## config.mk

```make
export PLATFORM = sky130hd
export DESIGN_NAME = rst_supervisor
export DESIGN_NICKNAME = d
export VERILOG_FILES = /design/src/rtl/rst_sup_pkg.sv /design/src/rtl/rst_sup_lv_filter.sv /design/src/rtl/rst_sup_stretch.sv /design/src/rtl/rst_sup_wdog.sv /design/src/rtl/rst_supervisor.sv
export SDC_FILE = /design/constraint.sdc
export NUM_CORES = 1
export LEC_CHECK = 0
export BUFFER_PORTS_ARGS = -buffer_cell sky130_fd_sc_hd__buf_2
export CAP_MARGIN = 20
export CORE_ASPECT_RATIO = 1.1
export CORE_MARGIN = 2
export CORE_UTILIZATION = 59
export CTS_BUF_LIST = sky130_fd_sc_hd__clkbuf_8
export DETAILED_ROUTE_END_ITERATION = 8
export GPL_TIMING_DRIVEN = 0
export PLACE_DENSITY = 0.81
export SETUP_SLACK_MARGIN = 0.4
export SYNTH_ARGS = -nofsm -noshare
export SYNTH_HDL_FRONTEND = slang
export SYNTH_SLANG_ARGS = --single-unit
export TNS_END_PERCENT = 30
```

## constraint.sdc

```tcl
create_clock -name clk -period 2.4 [get_ports clk]
set_clock_uncertainty 0.15 [all_clocks]
set_input_delay 0.48 -clock clk [delete_from_list [all_inputs] [get_ports clk]]
set_output_delay 0.48 -clock clk [all_outputs]
set_load 0.02 [all_outputs]
```

## src/rtl/rst_sup_pkg.sv

```systemverilog
package rst_sup_pkg;
  localparam int unsigned CTRL_W  = 8;
  localparam int unsigned EN_BIT  = 7;
  localparam int unsigned CLR_BIT = 6;
  localparam int unsigned CODE_W  = 3;

  typedef struct packed {
    logic              en;
    logic              clr;
    logic [CODE_W-1:0] code;
  } wd_ctrl_t;

  function automatic wd_ctrl_t decode_ctrl(input logic [CTRL_W-1:0] d);
    wd_ctrl_t c;
    c.en   = d[EN_BIT];
    c.clr  = d[CLR_BIT];
    c.code = d[CODE_W-1:0];
    return c;
  endfunction
endpackage

```

## src/rtl/rst_sup_lv_filter.sv

```systemverilog
module rst_sup_lv_filter #(
  parameter int unsigned FILT_LEN = 16
) (
  input  logic clk,
  input  logic por_n,
  input  logic lv_in,
  output logic lv_hit
);
  localparam int unsigned CW = $clog2(FILT_LEN + 1);
  localparam logic [CW-1:0] FULL = CW'(FILT_LEN);

  logic [CW-1:0] run_q;

  // count consecutive sampled-high cycles, saturate at FULL
  always_ff @(posedge clk or negedge por_n) begin
    if (!por_n)                 run_q <= '0;
    else if (!lv_in)            run_q <= '0;
    else if (run_q != FULL)     run_q <= run_q + 1'b1;
  end

  assign lv_hit = (run_q == FULL);

  a_r2_run_bounded: assert property (@(posedge clk) disable iff (!por_n)
    run_q <= FULL);
  a_r2_low_drops_hit: assert property (@(posedge clk) disable iff (!por_n)
    !lv_in |=> !lv_hit);
endmodule

```

## src/rtl/rst_sup_stretch.sv

```systemverilog
module rst_sup_stretch #(
  parameter int unsigned HOLD_CYC = 144
) (
  input  logic clk,
  input  logic por_n,
  input  logic trig,
  output logic rst_o
);
  localparam int unsigned CW = $clog2(HOLD_CYC + 1);
  localparam logic [CW-1:0] HOLD = CW'(HOLD_CYC);
  localparam logic [CW-1:0] ONE  = CW'(1);

  logic [CW-1:0] hold_q;
  logic          rst_q;

  always_ff @(posedge clk or negedge por_n) begin
    if (!por_n) begin
      hold_q <= HOLD;
      rst_q  <= 1'b1;
    end else if (trig) begin
      hold_q <= HOLD;
      rst_q  <= 1'b1;
    end else begin
      if (hold_q != '0) hold_q <= hold_q - 1'b1;
      rst_q <= (hold_q > ONE);
    end
  end

  assign rst_o = rst_q;

  a_r4_trig_asserts: assert property (@(posedge clk) disable iff (!por_n)
    trig |=> rst_o);
  a_r9_min_width: assert property (@(posedge clk) disable iff (!por_n)
    $rose(rst_o) |=> rst_o);
  a_r4_release_quiet: assert property (@(posedge clk) disable iff (!por_n)
    $fell(rst_o) |-> $past(!trig));
endmodule

```

## src/rtl/rst_sup_wdog.sv

```systemverilog
module rst_sup_wdog
  import rst_sup_pkg::*;
(
  input  logic     clk,
  input  logic     por_n,
  input  logic     chip_rst,
  input  logic     tick,
  input  logic     wr_en,
  input  wd_ctrl_t wr_ctrl,
  output logic     bite
);
  logic              en_q;
  logic [CODE_W-1:0] code_q;
  logic [CODE_W-1:0] cnt_q;
  logic [CODE_W-1:0] last_idx;
  logic              wr_ok;
  logic              restart;

  // code 0 wraps to all ones: eight periods
  assign last_idx = code_q - 1'b1;
  assign wr_ok    = wr_en & ~chip_rst;
  assign restart  = wr_ok & (wr_ctrl.clr | ~wr_ctrl.en | (wr_ctrl.code != code_q));
  assign bite     = en_q & tick & ~restart & ~chip_rst & (cnt_q == last_idx);

  always_ff @(posedge clk or negedge por_n) begin
    if (!por_n) begin
      en_q   <= 1'b0;
      code_q <= '0;
      cnt_q  <= '0;
    end else if (chip_rst || bite) begin
      en_q   <= 1'b0;
      code_q <= '0;
      cnt_q  <= '0;
    end else begin
      if (wr_ok) begin
        en_q   <= wr_ctrl.en;
        code_q <= wr_ctrl.code;
      end
      if (restart || !en_q) cnt_q <= '0;
      else if (tick)        cnt_q <= cnt_q + 1'b1;
    end
  end

  a_r5_idle_no_bite: assert property (@(posedge clk) disable iff (!por_n)
    !en_q |-> !bite);
  a_r9_bite_disables: assert property (@(posedge clk) disable iff (!por_n)
    bite |=> (!en_q && cnt_q == '0));
  a_r10_rst_blocks: assert property (@(posedge clk) disable iff (!por_n)
    chip_rst |=> !en_q);
  a_r7_clear_zero: assert property (@(posedge clk) disable iff (!por_n)
    (wr_en && !chip_rst && wr_ctrl.clr) |=> cnt_q == '0);
  a_r6_cnt_in_range: assert property (@(posedge clk) disable iff (!por_n)
    cnt_q <= last_idx);
endmodule

```

## src/rtl/rst_supervisor.sv

```systemverilog
module rst_supervisor
  import rst_sup_pkg::*;
#(
  parameter int unsigned LV_FILT_LEN = 16,
  parameter int unsigned HOLD_CYC    = 144
) (
  input  logic              clk,
  input  logic              por_n,
  input  logic              lv_flag,
  input  logic              tb_tick,
  input  logic              ctrl_wr,
  input  logic [CTRL_W-1:0] ctrl_wdata,
  output logic              chip_rst
);
  logic     lv_hit;
  logic     wd_bite;
  logic     rst_int;
  wd_ctrl_t ctrl;
  logic     unused_rsvd;

  assign ctrl        = decode_ctrl(ctrl_wdata);
  assign unused_rsvd = ^ctrl_wdata[CLR_BIT-1:CODE_W];

  rst_sup_lv_filter #(.FILT_LEN(LV_FILT_LEN)) u_lv (
    .clk   (clk),
    .por_n (por_n),
    .lv_in (lv_flag),
    .lv_hit(lv_hit)
  );

  rst_sup_wdog u_wd (
    .clk     (clk),
    .por_n   (por_n),
    .chip_rst(rst_int),
    .tick    (tb_tick),
    .wr_en   (ctrl_wr),
    .wr_ctrl (ctrl),
    .bite    (wd_bite)
  );

  rst_sup_stretch #(.HOLD_CYC(HOLD_CYC)) u_st (
    .clk  (clk),
    .por_n(por_n),
    .trig (lv_hit | wd_bite),
    .rst_o(rst_int)
  );

  assign chip_rst = rst_int;

  a_r3_lv_to_rst: assert property (@(posedge clk) disable iff (!por_n)
    lv_hit |=> chip_rst);
  a_r6_bite_to_rst: assert property (@(posedge clk) disable iff (!por_n)
    wd_bite |=> chip_rst);
endmodule

```

==> results of run 1 <==
==> flip-flops by register name, summed over array words and instances (netlist names) <==
| signal | flops |
|---|---|
| u_wd.cnt_q | 3 |
| u_wd.en_q | 1 |
| u_lv.run_q | 5 |
| u_wd.code_q | 3 |
| u_st.rst_o | 1 |
| u_st.hold_q | 8 |
==> metrics by stage <==
| step | std cells | power [mW] | worst slack (ns) | hold WS [ns] | utilization, % |
|---|---|---|---|---|---|
| detailed placement | 153 | 0.575 | 0.282 | 0.310 | 65.3 |
| finish | 160 | 0.804 | 0.444 | 0.00168 | 69.9 |
| global placement | 153 | 0.565 | 0.334 | 0.305 | 65.3 |
| CTS | 159 | 0.804 | 0.412 | 0.0260 | 68.7 |
| floorplan | 116 | 0.534 | 0.532 | 0.0344 | - |
| global route | 160 | 0.849 | 0.349 | 0.0492 | 69.9 |
==> metal layers <==
metal	global-route usage [%]	part of all wire [%]	vias to the layer above
li1	-	-	436
met1	25.1	43	414
met2	35.2	52	16
met3	3.18	2.9	5
met4	9.72	2.1	0
met5	0	0	-
==> layout by cell type, fill, tap and decap left out, drive strengths merged, types with 5 or more instances in the layout <==
cell and count:
dfrtp 18, nor3 13, buf 13, xnor2 8, inv 7, ha 7
mux2i 6, nand2 6, clkbuf 6, nor2 5
==> logic make-up (layout without fill, tap and decap cells) <==
logic type | Yosys count | after routing | share of synthesized area, %
XOR/XNOR | 13 | 13 | 10.7
AND/OR/NAND/NOR | 49 | 49 | 23.0
AO/OA/AOI/OAI | 9 | 9 | 6.27
adder cells (fa/ha/maj) | 7 | 7 | 7.31
multiplexers | 6 | 6 | 5.02
flip-flops | 21 | 21 | 44.2
buffers and inverters | 11 | 27 | 3.55
==> final timing paths <==
path	from	to	slack, ns
max	u_wd.code_q[1]$_DFFE_PN0P_	u_st.hold_q[5]$_DFFE_PN0P_	0.44
min in group clk	lv_flag	u_lv.run_q[4]$_DFFE_PN0P_	0.33
min	por_n	u_lv.run_q[0]$_DFFE_PN0P_	0.002
min reg2reg	u_st.hold_q[7]$_DFFE_PN1P_	u_st.hold_q[7]$_DFFE_PN1P_	0.40
max reg2reg	u_wd.code_q[1]$_DFFE_PN0P_	u_st.hold_q[5]$_DFFE_PN0P_	0.44
max in group asynchronous	por_n	u_st.hold_q[7]$_DFFE_PN1P_	1.76
==> repair_timing <==
item	4_1_cts	5_1_grt
gates resized for setup	2	6
pin swaps	1	1
setup endpoints to repair	11	12
buffers inserted	2	1
==> power groups by stage <==
stage / Clock (mW) / Sequential (mW) / Combinational, mW
finish: 0.227 / 0.456 / 0.121
global route: 0.246 / 0.464 / 0.139
CTS: 0.235 / 0.449 / 0.120
detailed placement: 0 / 0.456 / 0.120
global placement: 0 / 0.452 / 0.113
floorplan: 0 / 0.445 / 0.0884
==> worst register-to-register path: stages (launching register included) <==
cell,delay (ns)
dfrtp_1,0.39
inv_1,0.06
ha_1,0.17
xnor3_1,0.35
nand4_1,0.15
nor3b_2,0.26
buf_4,0.22
nor3_1,0.07
==> final cells by class <==
class | instances | area, µm²
Buffer | 4 | 20.0
Clock buffer | 3 | 41.3
Clock inverter | 1 | 5.00
Fill cell | 154 | 588
Inverter | 7 | 26.3
Multi-Input combinational cell | 84 | 644
Sequential cell | 21 | 529
Tap cell | 28 | 35.0
Timing Repair Buffer | 12 | 67.6
==> results.json, run 1 <==
{
  "cp_data_required_time_ns": 2.38,
  "setup.worst_path.class": "register to register",
  "synth.area.top_cells": "dfrtp_1, ha_1, dfstp_2",
  "cts_made_buffers": 3,
  "synth_edf_count": 0,
  "num_antenna_cells": 0,
  "maximum_capacitance_violations": 0,
  "cts-root-buf": "clkbuf_8",
  "ioPinCount": 14,
  "worst_hold_path_type": "input pin to async pin",
  "power_switching_share_pct": 27.8,
  "via_to_cell_ratio": 5.44,
  "leakage_nw": 0.609,
  "clk_transition_reported_paths_ns": 0.07,
  "cts.hold.buffers_added": 0,
  "critical_path.cell_chain": "inv_1, ha_1, xnor3_1, nand4_1, nor3b_2, buf_4, nor3_1",
  "setup.worst_path.start_class": "register",
  "yosys.area.top_type_share_pct": 37.6,
  "fin_crit_ns": 1.96,
  "run_status": "completed",
  "grt_max_degree": 22,
  "power_frac_clock_pct": 28.2,
  "synthDistinctLibCells": 34,
  "initial_antenna_violation_count": 0,
  "die_width_um": 47.0,
  "die_area_um2": 2410,
  "post_drt_wl_per_cell_um": 13.6,
  "timing.final.crit_share_pct": 81.5,
  "synth_sequential_area_ratio_pct": 44.2,
  "cts_tree": "done",
  "finalNetCount": 153,
  "via_count_of_the_first_global_routing_pass": 831,
  "drt_first_iter_violations": 14,
  "timing.critical_path.buf_inv": 2,
  "postSynthRegisterBits": 21,
  "post-synth-top-count-cell": "dfrtp_1",
  "yosys_warnings": 0,
  "yosys.area.top_type": "dfrtp_1",
  "fin_tns_setup_ns": 0,
  "switching_power_uw": 224,
  "num_rows": 17,
  "grtUsageTotal_pct": 20.9,
  "placedInstanceArea_um2": 1280,
  "ff2ff_path_depth": 7,
  "power.share.combinational_pct": 15.0,
  "synth.cells.most_frequent": "dfrtp_1, nor3_1, xnor2_1, ha_1, inv_1",
  "arrival_ns": 1.93,
  "power_report.internal_total_uw": 580,
  "dominant_register_cell_in_the_synthesized_netlist": "dfrtp_1",
  "wire_length_of_the_first_global_routing_pass_um": 3520,
  "cp_num_cells": 7,
  "core_area_um2": 1960,
  "cell_with_the_largest_stage_delay_on_the_worst_path": "dfrtp_1",
  "area_growth_pct": 14.3,
  "clkLatencyLatePin_ns": 0.26,
  "timing.fmax_mhz": 511,
  "place.detailed.hpwl_um": 1580,
  "async_reset_ff_share_pct": 100,
  "timing_worst_slew_pin_value_ns": 0.624,
  "endpoints_failing_hold": 0,
  "finalSetupViolCount": 0,
  "clock_sinks": 21,
  "final_design_area_no_fill_um2": 1370,
  "io_buffer_count": 9,
  "drc_errors": 0,
  "postSynthAreaPerCell_um2": 10.3,
  "worstSetupEndpointType": "register",
  "critical_path.max_fanout": 10,
  "cts_buffer_depth": 2,
  "slowest_stage_delay_on_critical_path_ns": 0.39,
  "firstDrtPassIters": 4,
  "seq_power_share_pct": 56.7,
  "initial_utilization_pct": 61.2,
  "fp.dieH_um": 51.3,
  "total_power_divided_by_cell_area_nw_per_um2": 588,
  "gp_routability_congestion": 0.851,
  "max_slew_margin_pct": 58.0,
  "routed-via-count": 871,
  "final_global_route_overflow_total": 0,
  "routed_wl_um": 2170,
  "rsz0062_at_grt": "true",
  "synthesis.area_um2": 1200,
  "cpLargestDelayFamily": "simple AND/OR/NAND/NOR gates",
  "number_of_slew_limit_violations_in_the_final_report": 0,
  "detail-route-antenna-nets": 0,
  "synth_nets": 136,
  "synthCells": 116,
  "htreeDepth": 1,
  "worst_ir_drop_vdd_mv": 0.410,
  "final_layout_size_suffix_gt1_share_pct": 21.2
}
Power figures use the tool's default switching activity.
==> inputs of run 2 (changes only) <==
==> constraint.sdc (replaced) <==
create_clock -name clk -period 1.95 [get_ports clk]
set_clock_uncertainty 0.15 [all_clocks]
set_input_delay 0.39 -clock clk [delete_from_list [all_inputs] [get_ports clk]]
set_output_delay 0.39 -clock clk [all_outputs]
set_load 0.02 [all_outputs]
==> run 2 against run 1 <==
First-iteration DRC count decreased by 57%. Setup slack worse by 0.32 ns. Routed wire length is 10% higher. Register-to-register slack worse by 0.32 ns. Flip-flop and latch count unchanged. Via count rose by 6.1%. Non-clock buffer count grew 4. Die area is the same. Sequential power up 25%. Combinational power rose by 40%. Clock-buffer cell count stayed put. Critical path depth decreased by 1. Highest routed layer unchanged.
==> results.json, run 2 (same netlist as run 1, synthesis figures left out) <==
{
  "finalNetCount": 157,
  "worst_r2r_startpoint": "u_wd.code_q[1]$_DFFE_PN0P_",
  "ff2ff_path_depth": 6,
  "via_to_cell_ratio": 5.63,
  "routed.top_layer": "met4",
  "clkLatencyLatePin_ns": 0.26,
  "detail-route-antenna-nets": 0,
  "setup.worst_path.class": "register to register",
  "layout.cells.most_common": "dfrtp_1",
  "io_buffer_count": 9,
  "final_global_route_overflow_total": 0,
  "number_of_slew_limit_violations_in_the_final_report": 0,
  "gp_routability_congestion": 0.794,
  "route.layer.met1.wl_um": 1030,
  "cts_buffer_depth": 2,
  "total_power_divided_by_cell_area_nw_per_um2": 699,
  "multi_input_comb_area_um2": 693,
  "ioPinCount": 14,
  "max_flop_register": "u_st.hold_q",
  "drc_errors": 0,
  "die_width_um": 47.0,
  "routed_wl_um": 2400,
  "wire_length_of_the_first_global_routing_pass_um": 3920,
  "timing_worst_slew_pin_value_ns": 0.552,
  "cts_tree": "done",
  "cp_data_required_time_ns": 1.98,
  "most-common-layout-cells": "dfrtp_1, buf_2, xnor2_1, buf_4, nor3_2",
  "largest_register_ff_count": 8,
  "dp_cells": 153,
  "htreeDepth": 1,
  "cts-root-buf": "clkbuf_8",
  "clk_transition_reported_paths_ns": 0.07,
  "largestRegisters": "u_st.hold_q (8), u_lv.run_q (5)",
  "num_antenna_cells": 0,
  "place.detailed.hpwl_um": 1580,
  "hold_path_startpoint": "lv_flag",
  "area_growth_pct": 21.6,
  "final_layout_size_suffix_gt1_share_pct": 29.4,
  "placedInstanceArea_um2": 1310,
  "num-fill-cells": 144,
  "max_slew_margin_pct": 63.2,
  "met2_length_um": 1250,
  "initial_antenna_violation_count": 0,
  "fin_cells": 164,
  "maximum_capacitance_violations": 0,
  "run_status": "completed",
  "critical_path.max_fanout": 3,
  "firstDrtPassIters": 4,
  "rsz0062_at_grt": "true",
  "die_area_um2": 2410,
  "fin_crit_ns": 1.83,
  "leakage_nw": 0.634,
  "worstSetupEndpointType": "register",
  "wl_met3_um": 61,
  "regToRegSetupSlack_ns": 0.12,
  "via_count_of_the_first_global_routing_pass": 922,
  "drt_first_iter_violations": 6,
  "clock_sinks": 21,
  "startpoint": "u_wd.code_q[1]$_DFFE_PN0P_",
  "core_area_um2": 1960,
  "grt_max_degree": 22,
  "initial_utilization_pct": 61.2,
  "fp.dieH_um": 51.3,
  "post_drt_wl_per_cell_um": 14.6,
  "timing.fmax_mhz": 546,
  "worst_ir_drop_vdd_mv": 0.724,
  "num_rows": 17,
  "final_design_area_no_fill_um2": 1460,
  "cts_made_buffers": 3,
  "finalSetupViolCount": 0,
  "timing.final.crit_share_pct": 93.8,
  "worst_hold_path_type": "input pin to register",
  "grtUsageTotal_pct": 23.0,
  "routed-via-count": 924,
  "timing.rr.end": "u_st.rst_o$_DFF_PN1_",
  "arrival_ns": 1.86,
  "setup.worst_path.start_class": "register",
  "endpoints_failing_hold": 0,
  "worst_setup_path_endpoint": "u_st.rst_o$_DFF_PN1_",
  "regArea_um2": 529
}
==> run 2: changes by cell type in the layout (fill, tap and decap cells not counted), sizes merged <==
cell / before / now
buf: 13 / 17
clkbuf: 6 / 5
dlygate4sd3: 0 / 1
==> run 2: through the flow <==
| step | util, % | power (mW) | setup TNS [ns] | hold slack (ns) | setup slack, ns |
|---|---|---|---|---|---|
| 2_1_floorplan | - | 0.676 | 0 | -0.0556 | 0.178 |
| 3_3_place_gp | 66.8 | 0.715 | 0 | 0.215 | 0.00169 |
| 3_5_place_dp | 66.8 | 0.726 | -0.133 | 0.219 | -0.0367 |
| 4_1_cts | 72.8 | 1.02 | 0 | 0.246 | 0.0972 |
| 5_1_grt | 74.4 | 1.07 | -0.000513 | 0.261 | -0.000513 |
| 6_report | 74.4 | 1.02 | 0 | 0.244 | 0.120 |
==> run 2: how the worst min path moves through the flow <==
stage,depth (start not counted),endpoint,slack [ns]
finish,2,u_lv.run_q[3]$_DFFE_PN0P_,0.24
global route,2,u_lv.run_q[0]$_DFFE_PN0P_,0.26
CTS,2,u_lv.run_q[3]$_DFFE_PN0P_,0.25
detailed placement,1,u_wd.cnt_q[2]$_DFFE_PN0P_,0.22
global placement,1,u_wd.cnt_q[2]$_DFFE_PN0P_,0.21
floorplan,0,u_lv.run_q[0]$_DFFE_PN0P_,-0.06
==> run 2: layout make-up <==
| cell class | count | area share [%] |
|---|---|---|
| buffer | 4 | 1.80 |
| clock buffer | 3 | 2.84 |
| clock inverter | 1 | 0.344 |
| inverter | 7 | 1.80 |
| multi-input combinational | 84 | 47.6 |
| sequential | 21 | 36.3 |
| tap | 28 | 2.41 |
| timing repair buffer | 16 | 6.87 |
==> run 2: power breakdown <==
| group | internal [mW] | switching, mW | leakage [nW] |
|---|---|---|---|
| Clock | 0.142 | 0.137 | 0.0255 |
| Sequential | 0.500 | 0.0694 | 0.263 |
| Combinational | 0.0858 | 0.0834 | 0.345 |
| Total | 0.728 | 0.290 | 0.634 |
==> run 2: timing repair <==
action,CTS,global route
endpoints found under the hold margin,18,0
hold buffers,1,0
pin swaps,3,5
buffers inserted,4,2
endpoints found under the setup margin,18,18
resized for setup,7,7
==> run 2: per-layer routing <==
| metal | track usage [%] | up-vias |
|---|---|---|
| li1 | - | 449 |
| met2 | 40.0 | 19 |
| met4 | 9.72 | 0 |
| met5 | 0 | - |
| met1 | 27.0 | 449 |
| met3 | 3.53 | 7 |
==> run 2: worst max-delay path: stages, from the launching register on <==
cell and delay, ns:
dfrtp_1 0.39, inv_1 0.06, ha_1 0.30, xor2_1 0.15
nand4_1 0.11, nor3b_2 0.08, or4_1 0.52
==> inputs of run 3 (changes only) <==
--- a/config.mk
+++ b/config.mk
@@ -5,17 +5,19 @@
 export SDC_FILE = /design/constraint.sdc
 export NUM_CORES = 1
 export LEC_CHECK = 0
+export ABC_AREA = 1
 export BUFFER_PORTS_ARGS = -buffer_cell sky130_fd_sc_hd__buf_2
 export CAP_MARGIN = 20
 export CORE_ASPECT_RATIO = 1.1
 export CORE_MARGIN = 2
-export CORE_UTILIZATION = 59
+export CORE_UTILIZATION = 61
 export CTS_BUF_LIST = sky130_fd_sc_hd__clkbuf_8
 export DETAILED_ROUTE_END_ITERATION = 8
 export GPL_TIMING_DRIVEN = 0
-export PLACE_DENSITY = 0.81
+export PLACE_DENSITY = 0.82
 export SETUP_SLACK_MARGIN = 0.4
 export SYNTH_ARGS = -nofsm -noshare
 export SYNTH_HDL_FRONTEND = slang
+export SYNTH_HIERARCHICAL = 1
 export SYNTH_SLANG_ARGS = --single-unit
 export TNS_END_PERCENT = 30
==> run 3 against run 2 <==
Total power up 6.2%. Sequential power down 2%. Via count up 39%. Core utilization up 1.5 points. Critical path depth up 9. Fmax down 1.8%. Critical endpoint is now u_st/hold_q[5]$_DFFE_PN0P_.
==> results.json, run 3 <==
{
  "run_status": "completed",
  "layout_setup_ws_ns": 0.0870,
  "drc_errors": 0,
  "report.power.total_mw": 1.08,
  "worstSetupEndpointType": "register",
  "placedInstanceArea_um2": 1550,
  "timing.hold.worst_path_depth": 3,
  "clkLatencyLatePin_ns": 0.26,
  "grtUsageTotal_pct": 23.6,
  "initial_utilization_pct": 63.9,
  "num_antenna_cells": 0,
  "ioPinCount": 14,
  "cts_buffer_depth": 2,
  "place.detailed.hpwl_um": 2190,
  "number_of_slew_limit_violations_in_the_final_report": 0,
  "dominant_register_cell_in_the_synthesized_netlist": "dfrtp_1",
  "whs_endpoint": "u_lv/run_q[4]$_DFFE_PN0P_",
  "synth.cells.most_frequent": "nand2_1, inv_1, nor2_1, nand3_1, dfrtp_1",
  "rsz0062_at_grt": "true",
  "timing.rr.end": "u_st/hold_q[5]$_DFFE_PN0P_",
  "yosys.area.top_type": "dfrtp_1",
  "setup.worst_path.class": "register to register",
  "post-synth-top-count-cell": "nand2_1",
  "via_count_of_the_first_global_routing_pass": 1216,
  "worst_r2r_startpoint": "u_wd/code_q[0]$_DFFE_PN0P_",
  "fin_crit_ns": 1.86,
  "layout.cells.most_common": "nand2_1",
  "synth_nets": 213,
  "synth_sequential_area_ratio_pct": 36.8,
  "io_buffer_count": 10,
  "total_power_divided_by_cell_area_nw_per_um2": 632,
  "max_slew_margin_pct": 69.1,
  "postSynthRegisterBits": 21,
  "cts-root-buf": "clkbuf_8",
  "routed_wl_um": 3110,
  "detail-route-antenna-nets": 0,
  "most-common-layout-cells": "nand2_1, inv_1, nor2_1, nand3_1, dfrtp_1",
  "firstDrtPassIters": 4,
  "wire_length_of_the_first_global_routing_pass_um": 4840,
  "regToRegSetupSlack_ns": 0.09,
  "maximum_capacitance_violations": 0,
  "gp_routability_congestion": 0.829,
  "final_design_area_no_fill_um2": 1710,
  "startpoint": "u_wd/code_q[0]$_DFFE_PN0P_",
  "ff2ff_path_depth": 15,
  "async_reset_ff_share_pct": 100,
  "finalNetCount": 236,
  "largestRegisters": "u_st/hold_q (8), u_lv/run_q (5)",
  "cts_tree": "done",
  "hold_path_startpoint": "lv_flag",
  "timing_worst_slew_pin_value_ns": 0.464,
  "grt_max_degree": 22,
  "leakage_nw": 0.884,
  "postSynthAreaPerCell_um2": 7.46,
  "final_global_route_overflow_total": 0,
  "synthCells": 193,
  "cts_made_buffers": 3,
  "cp_data_required_time_ns": 2.01,
  "synth.area.top_cells": "dfrtp_1, nand2_1, nand3_1",
  "clk_transition_reported_paths_ns": 0.09,
  "fp.dieH_um": 54.9,
  "timing.final.crit_share_pct": 95.5,
  "num_rows": 18,
  "core_area_um2": 2250,
  "yosys_warnings": 6,
  "yosys.area.top_type_share_pct": 31.3,
  "die_width_um": 50.3,
  "final_layout_size_suffix_gt1_share_pct": 33.5,
  "timing.fmax_mhz": 537,
  "initial_antenna_violation_count": 0,
  "drt_first_iter_violations": 35,
  "htreeDepth": 1,
  "preCtsSetupSlack_ns": -0.0584,
  "critical_path.max_fanout": 5,
  "clock_sinks": 21,
  "area_growth_pct": 18.9,
  "worst_ir_drop_vdd_mv": 0.577,
  "synthDistinctLibCells": 21,
  "endpoints_failing_hold": 0,
  "via_to_cell_ratio": 5.24,
  "final_util_pct": 75.9,
  "max_flop_register": "u_st/hold_q",
  "arrival_ns": 1.92,
  "largest_register_ff_count": 8,
  "worst_hold_path_type": "input pin to register",
  "die_area_um2": 2760,
  "setup.worst_path.start_class": "register",
  "post_drt_wl_per_cell_um": 12.7,
  "synth_edf_count": 0,
  "routed-via-count": 1284,
  "synthesis.area_um2": 1440,
  "finalSetupViolCount": 0
}
[run 3: worst max-delay path: stages (launching register included)]
cell and delay [ns]:
dfrtp_1 0.40, inv_2 0.08, ha_4 0.20, nand2_2 0.05, inv_1 0.03, nor2_1 0.09, nand3_1 0.09, nor2_2 0.15
nand3_4 0.09, inv_2 0.06, inv_2 0.04, nand2_4 0.08, nor2_4 0.05, nand2_4 0.11, inv_6 0.05, nor2_2 0.07
[run 3: cell type report]
class,count,area [µm²]
Sequential cell,21,529
Clock buffer,3,41.3
Multi-Input combinational cell,136,836
Inverter,36,140
Tap cell,30,37.5
Clock inverter,1,7.51
Timing Repair Buffer,18,119
Fill cell,166,542
[run 3: metal layers]
layer / vias up / track usage (%) / routed length [µm]
li1: 654 / - / -
met4: 0 / 12.2 / 33
met2: 20 / 46.5 / 1690
met5: - / 0 / 0
met3: 4 / 2.69 / 68
met1: 606 / 25.3 / 1320
[run 3: kinds of logic (layout without fill, tap and decap cells)]
group / count (synthesis) / count (layout) / share of synthesized area (%)
simple gates: 118 / 118 / 41.2
buf+inv: 36 / 58 / 9.39
flops: 21 / 21 / 36.8
compound gates: 10 / 10 / 5.91
fa+ha+maj: 7 / 7 / 6.09
xor+xnor: 1 / 1 / 0.609
[run 3: metrics by stage]
step / TNS [ns] / cells / hold WS [ns]
finish: 0 / 245 / 0.247
global route: -0.312 / 245 / 0.257
CTS: 0 / 243 / 0.229
detailed placement: -0.249 / 233 / 0.219
global placement: 0 / 233 / 0.214
floorplan: 0 / 193 / -0.0556
[run 3: what timing repair did]
| item | 4_1_cts | 5_1_grt |
|---|---|---|
| setup buffers | 5 | 2 |
| endpoints found under the setup margin | 16 | 17 |
| resized for setup | 0 | 14 |
| pin swaps | 7 | 7 |
| hold buffers | 1 | 0 |
| endpoints found under the hold margin | 18 | 0 |
[run 3: worst max path at each step]
stage                                            end  slack [ns]  cells past startpoint
after global placement    u_st/hold_q[3]$_DFFE_PN0P_       0.006                     14
after floorplan           u_st/hold_q[1]$_DFFE_PN0P_        0.13                     15
after detailed placement  u_st/hold_q[3]$_DFFE_PN0P_       -0.06                     14
final                     u_st/hold_q[5]$_DFFE_PN0P_        0.09                     15
after global routing      u_st/hold_q[1]$_DFFE_PN0P_       -0.06                     15
after CTS                 u_st/hold_q[3]$_DFFE_PN0P_        0.12                     15
[run 3: report_power, final]
group	internal, mW	switching, mW
logic	0.0849	0.142
clock network	0.144	0.151
registers	0.491	0.0679
